===== src/rtl/rbf_pkg.sv =====
package rbf_pkg;

    localparam int DATA_W = 16;
    localparam int COEF_W = 16;
    localparam int FRAC_W = 14;

    localparam int SUM_W = DATA_W + 1;
    localparam int SHR_W = SUM_W + COEF_W;
    localparam int PRD_W = DATA_W + COEF_W;
    localparam int ACC_W = SHR_W + 2;

    typedef logic signed [DATA_W-1:0] sample_t;
    typedef logic signed [COEF_W-1:0] coef_t;
    typedef logic signed [SUM_W-1:0]  sum_t;
    typedef logic signed [SHR_W-1:0]  shared_t;
    typedef logic signed [PRD_W-1:0]  prod_t;
    typedef logic signed [ACC_W-1:0]  acc_t;

    typedef struct packed {
        logic    valid;
        shared_t shared;
        prod_t   p_first;
        prod_t   p_second;
    } stage1_t;

    typedef struct packed {
        logic    valid;
        sample_t y_first;
        sample_t y_second;
    } result_t;

    localparam acc_t RND_HALF = acc_t'(64'sd1 <<< (FRAC_W - 1));
    localparam acc_t OUT_MAX  = acc_t'((64'sd1 <<< (DATA_W - 1)) - 64'sd1);
    localparam acc_t OUT_MIN  = acc_t'(-(64'sd1 <<< (DATA_W - 1)));

    function automatic sample_t round_sat(input acc_t v);
        acc_t r;
        r = (v + RND_HALF) >>> FRAC_W;
        if (r > OUT_MAX) begin
            return sample_t'(OUT_MAX);
        end else if (r < OUT_MIN) begin
            return sample_t'(OUT_MIN);
        end
        return sample_t'(r);
    endfunction

endpackage


===== src/rtl/rbf_prod.sv =====
module rbf_prod
    import rbf_pkg::*;
(
    input  logic    clk,
    input  logic    rst,
    input  logic    in_valid,
    input  sample_t x_first,
    input  sample_t x_second,
    input  coef_t   c_shr,
    input  coef_t   k_diff,
    input  coef_t   k_sum,
    output stage1_t s1
);

    sum_t    pair_sum;
    shared_t shared_nx;
    prod_t   p_first_nx;
    prod_t   p_second_nx;

    always_comb begin
        pair_sum    = sum_t'(x_first) + sum_t'(x_second);
        shared_nx   = shared_t'(pair_sum) * shared_t'(c_shr);
        p_first_nx  = prod_t'(x_first) * prod_t'(k_diff);
        p_second_nx = prod_t'(x_second) * prod_t'(k_sum);
    end

    always_ff @(posedge clk) begin
        if (rst) begin
            s1 <= '0;
        end else begin
            s1.valid <= in_valid;
            if (in_valid) begin
                s1.shared   <= shared_nx;
                s1.p_first  <= p_first_nx;
                s1.p_second <= p_second_nx;
            end
        end
    end

    assert_s1_lag_R5: assert property (@(posedge clk) disable iff (rst)
        !$past(rst) |-> (s1.valid == $past(in_valid)));

    assert_s1_hold_R6: assert property (@(posedge clk) disable iff (rst)
        !in_valid |=> ($stable(s1.shared) && $stable(s1.p_first) && $stable(s1.p_second)));

    assert_zero_in_R1: assert property (@(posedge clk) disable iff (rst)
        (in_valid && x_first == '0 && x_second == '0)
        |=> (s1.shared == '0 && s1.p_first == '0 && s1.p_second == '0));

endmodule


===== src/rtl/rbf_join.sv =====
module rbf_join
    import rbf_pkg::*;
(
    input  logic    clk,
    input  logic    rst,
    input  stage1_t s1,
    output result_t res
);

    acc_t acc_first;
    acc_t acc_second;

    always_comb begin
        acc_first  = acc_t'(s1.p_first) + acc_t'(s1.shared);
        acc_second = acc_t'(s1.p_second) - acc_t'(s1.shared);
    end

    always_ff @(posedge clk) begin
        if (rst) begin
            res <= '0;
        end else begin
            res.valid <= s1.valid;
            if (s1.valid) begin
                res.y_first  <= round_sat(acc_first);
                res.y_second <= round_sat(acc_second);
            end
        end
    end

    assert_out_lag_R5: assert property (@(posedge clk) disable iff (rst)
        !$past(rst) |-> (res.valid == $past(s1.valid)));

    assert_out_hold_R6: assert property (@(posedge clk) disable iff (rst)
        !s1.valid |=> ($stable(res.y_first) && $stable(res.y_second)));

    assert_clamp_hi_R4: assert property (@(posedge clk) disable iff (rst)
        (s1.valid && acc_first > (OUT_MAX <<< FRAC_W))
        |=> (res.y_first == sample_t'(OUT_MAX)));

    assert_clamp_lo_R4: assert property (@(posedge clk) disable iff (rst)
        (s1.valid && acc_second < (OUT_MIN <<< FRAC_W))
        |=> (res.y_second == sample_t'(OUT_MIN)));

endmodule


===== src/rtl/rot_bfly.sv =====
module rot_bfly
    import rbf_pkg::*;
(
    input  logic                     clk,
    input  logic                     rst,
    input  logic                     in_valid,
    input  logic signed [DATA_W-1:0] x_first,
    input  logic signed [DATA_W-1:0] x_second,
    input  logic signed [COEF_W-1:0] c_shr,
    input  logic signed [COEF_W-1:0] k_diff,
    input  logic signed [COEF_W-1:0] k_sum,
    output logic                     out_valid,
    output logic signed [DATA_W-1:0] y_first,
    output logic signed [DATA_W-1:0] y_second
);

    stage1_t s1;
    result_t res;

    rbf_prod u_prod (
        .clk      (clk),
        .rst      (rst),
        .in_valid (in_valid),
        .x_first  (x_first),
        .x_second (x_second),
        .c_shr    (c_shr),
        .k_diff   (k_diff),
        .k_sum    (k_sum),
        .s1       (s1)
    );

    rbf_join u_join (
        .clk (clk),
        .rst (rst),
        .s1  (s1),
        .res (res)
    );

    assign out_valid = res.valid;
    assign y_first   = res.y_first;
    assign y_second  = res.y_second;

    assert_reset_clear_R7: assert property (@(posedge clk)
        rst |=> (!out_valid && y_first == '0 && y_second == '0));

endmodule


===== config.mk =====
export PLATFORM = sky130hd
export DESIGN_NAME = rot_bfly
export DESIGN_NICKNAME = d
export VERILOG_FILES = /design/src/rtl/rbf_pkg.sv /design/src/rtl/rbf_prod.sv /design/src/rtl/rbf_join.sv /design/src/rtl/rot_bfly.sv
export SDC_FILE = /design/constraint.sdc
export NUM_CORES = 2
export LEC_CHECK = 0
export BUFFER_PORTS_ARGS = -buffer_cell sky130_fd_sc_hd__buf_4
export CORE_MARGIN = 2
export CORE_UTILIZATION = 50
export DETAILED_ROUTE_END_ITERATION = 8
export GPL_TIMING_DRIVEN = 0
export MAX_ROUTING_LAYER = met4
export PLACE_DENSITY = 0.67
export SLEW_MARGIN = 20
export SYNTH_ARGS = -nofsm -noshare
export SYNTH_HDL_FRONTEND = slang
export SYNTH_HIERARCHICAL = 1
export SYNTH_SLANG_ARGS = --single-unit

===== constraint.sdc =====
create_clock -name clk -period 17.75 [get_ports clk]
set_input_delay 3.55 -clock clk [delete_from_list [all_inputs] [get_ports clk]]
set_output_delay 3.55 -clock clk [all_outputs]
set_load 0.02 [all_outputs]

==> results_dict.tcl <==
set metrics [dict create \
    final_antenna_net_count 0 \
    cp-start-kind "primary input" \
    setup_viol 0 \
    area.growth.synth_to_final_pct 6.91 \
    rsz0062_at_grt "false" \
    grt_pass1_wl_um 174000 \
    relSlewSlack_pct 32.4 \
    path_clk_slew_ns 0.07 \
    wl_per_cell_um 19.4 \
    synth_area_per_cell_um2 8.91 \
    grt-ovfl-total 0 \
    grt_antenna_before_repair 1 \
    dieWidth_um 284 \
    ios 116 \
    cts-buffers-inserted 17 \
    cts.sinks 131 \
    cp_slowest_cell "xnor2_1" \
    cts_tree "yes" \
    wl_um 109000 \
    grt_pass1_vias 31100 \
    synth_area_um2 39300 \
    synth_fp_nets 5690 \
    cp-end-kind "flip-flop" \
    critPathMostFrequentCell "fa_1" \
    slew_violations 0 \
    die_area_um2 80900 \
    rows 102 \
    synth-xor-area-share_pct 3.14 \
    instances_no_fill 5598 \
    post_cts_buffers 0 \
    dr.pass1.iters 6 \
    hold_violations 0 \
    max_stage_delay_ns 0.55 \
    drive_gt1_share_pct 4.43 \
    arrival_ns 13.44 \
    hold_path_class "flip-flop to flip-flop" \
    ys_warn_count 6 \
    drc 0 \
    synth_seq_area_share_pct 6.67 \
    finalCritPeriodShare_pct 74.1 \
    crit_fanout 10 \
    reg2reg_depth 14 \
    dp_cells 5564 \
    status "finished, final reports clean" \
    finalSetupTns_ns 0 \
    cts_hold_buf 0 \
    crit_required_ns 18.04 \
    worstSkewPairLatency_ns 0.44 \
    ys_types 89 \
    die-height_um 284 \
    vias 30600 \
    synth_cells 4414 \
    synth_top_family_by_area "adder cells" \
    cts-root-buf "clkbuf_16" \
    start_util_pct 50.7 \
    synthAdderAreaFrac_pct 53.3 \
    maxCapViolations 0 \
    clockBufferDepth 2 \
    async_reset_ff_share_pct 0 \
    fmax_mhz 76.1 \
    coreArea_um2 77600 \
    hold_path_depth 2 \
    fin_nets 5819 \
    cts.repair.resized 0 \
    synth-edff-count 0 \
    post-route-min-period_ns 13.15 \
    ctsHtreeMaxLevel 4 \
    finClkSkew_ns 0.0166 \
    synth_compound_area_share_pct 9.28 \
    drt-initial-drc-count 2207 \
    crit_type "primary input to flip-flop" \
    grt.total_usage_pct 28.3 \
    dp_hpwl_um 92700 \
    ys.flop_type "dfxtp_1" \
    synthMuxAreaShare_pct 1.56 \
    tightest_slew_ns 1.01 \
    gp_congestion 0.947 \
    ys_ff_latch 131 \
    grt_max_degree 17 \
    yosys.area_share.simple_pct 15.6 \
    io_buffers 110 \
    viasPerCell 5.47 \
]
area by class of cell:
class                   instances  area [µm²]
plain buffers                 160         631
diodes                          2        5.00
clock inverters                15         159
flip-flops and latches        131        2620
inverters                     931        3490
clock buffers                  17         425
multi-input cells            3192       32600
repair buffers                110         826
well taps                    1040        1300
fillers                      7352       35600
kinds of logic (layout without fill, tap and decap cells):
family / after synthesis / in the layout
AO/OA/AOI/OAI: 526 / 526
XOR/XNOR: 141 / 141
adder cells (fa/ha/maj): 1193 / 1193
buffers and inverters: 1091 / 1233
flip-flops: 131 / 131
multiplexers: 61 / 61
other: 0 / 2
AND/OR/NAND/NOR: 1271 / 1271
cells in the mapped netlist (all sizes together), types with 5 or more instances:
cell type	instances	share of area (%)
nor2	194	1.9
o211ai	16	0.33
a31oi	21	0.37
a21oi	146	1.9
a21o	77	1.5
nand3b	5	0.095
nand2	531	5.1
nor3	27	0.37
mux2i	59	1.5
and2	327	5.2
or3	12	0.19
xor2	38	0.85
nand3	33	0.43
a211o	8	0.18
a211oi	62	1.3
o21ai	81	1.0
o221ai	6	0.13
o31ai	7	0.16
nor2b	27	0.43
o21bai	21	0.40
o22ai	8	0.13
buf	23	0.30
ha	392	12
nor4	7	0.11
nand4	16	0.25
o21a	19	0.36
or2	9	0.14
fa	801	41
and4	7	0.16
a41oi	7	0.16
and3	18	0.30
a2111oi	5	0.18
clkbuf	137	1.3
dfxtp	131	6.7
inv	931	8.9
a31o	8	0.20
nand2b	46	0.73
xnor2	103	2.3
worst paths after layout:
kind / from / slack [ns] / endpoint
worst max-delay path: x_second[1] / 4.60 / u_prod/s1[95]$_SDFFE_PP0P_
worst min-delay path: u_prod/s1[0]$_SDFFE_PP0P_ / 0.46 / u_prod/s1[0]$_SDFFE_PP0P_
worst max register to register: u_prod/s1[73]$_SDFFE_PP0P_ / 13.59 / u_join/res[12]$_SDFFE_PP0P_
worst min register to register: u_prod/s1[0]$_SDFFE_PP0P_ / 0.46 / u_prod/s1[0]$_SDFFE_PP0P_
placed cells by master, fill, tap and decap left out, types with 38 or more instances in the layout:
master,synthesis,layout
a21oi_1,142,142
nor2_1,194,194
buf_4,0,110
mux2i_1,59,59
fa_1,801,801
a211oi_1,52,52
xnor2_1,103,103
xor2_1,38,38
o21ai_0,63,63
nand2_1,531,531
and2_1,327,327
dfxtp_1,131,131
inv_1,931,931
a21o_1,76,76
nand2b_1,46,46
clkbuf_1,137,137
ha_1,392,392
sequential cells by signal, summed over array words and instances, names as in the netlist:
register / count
u_prod/s1: 98
u_join/res: 33
through the flow:
step	hold slack, ns	setup slack [ns]	cell area, µm²	util, %
5_1_grt	0.484	4.22	42000	54.2
3_5_place_dp	0.449	4.35	41400	53.4
4_1_cts	0.460	4.78	42000	54.2
2_1_floorplan	0.432	6.49	39300	-
6_report	0.461	4.60	42000	54.2
3_3_place_gp	0.443	4.45	41400	53.4
critical path: cells and delay by family:
family                     cells  cell delay (ns)
AOI/OAI and AO/OA             13             2.89
xor gates and xnor gates       1             0.55
muxes                          1             0.39
adders and majority gates      8             3.93
and+or+nand+nor                3             0.41
buffers and inverters          7             1.70
metal layers:
metal	track usage (%)	wire, µm
met4	7.70	3430
met1	38.5	46500
met2	44.9	51100
met5	-	0
met3	3.38	7600
Power is left out: the tool's default activity adds up to more than one toggle a clock period on the data nets, which glitch-free logic cannot reach.
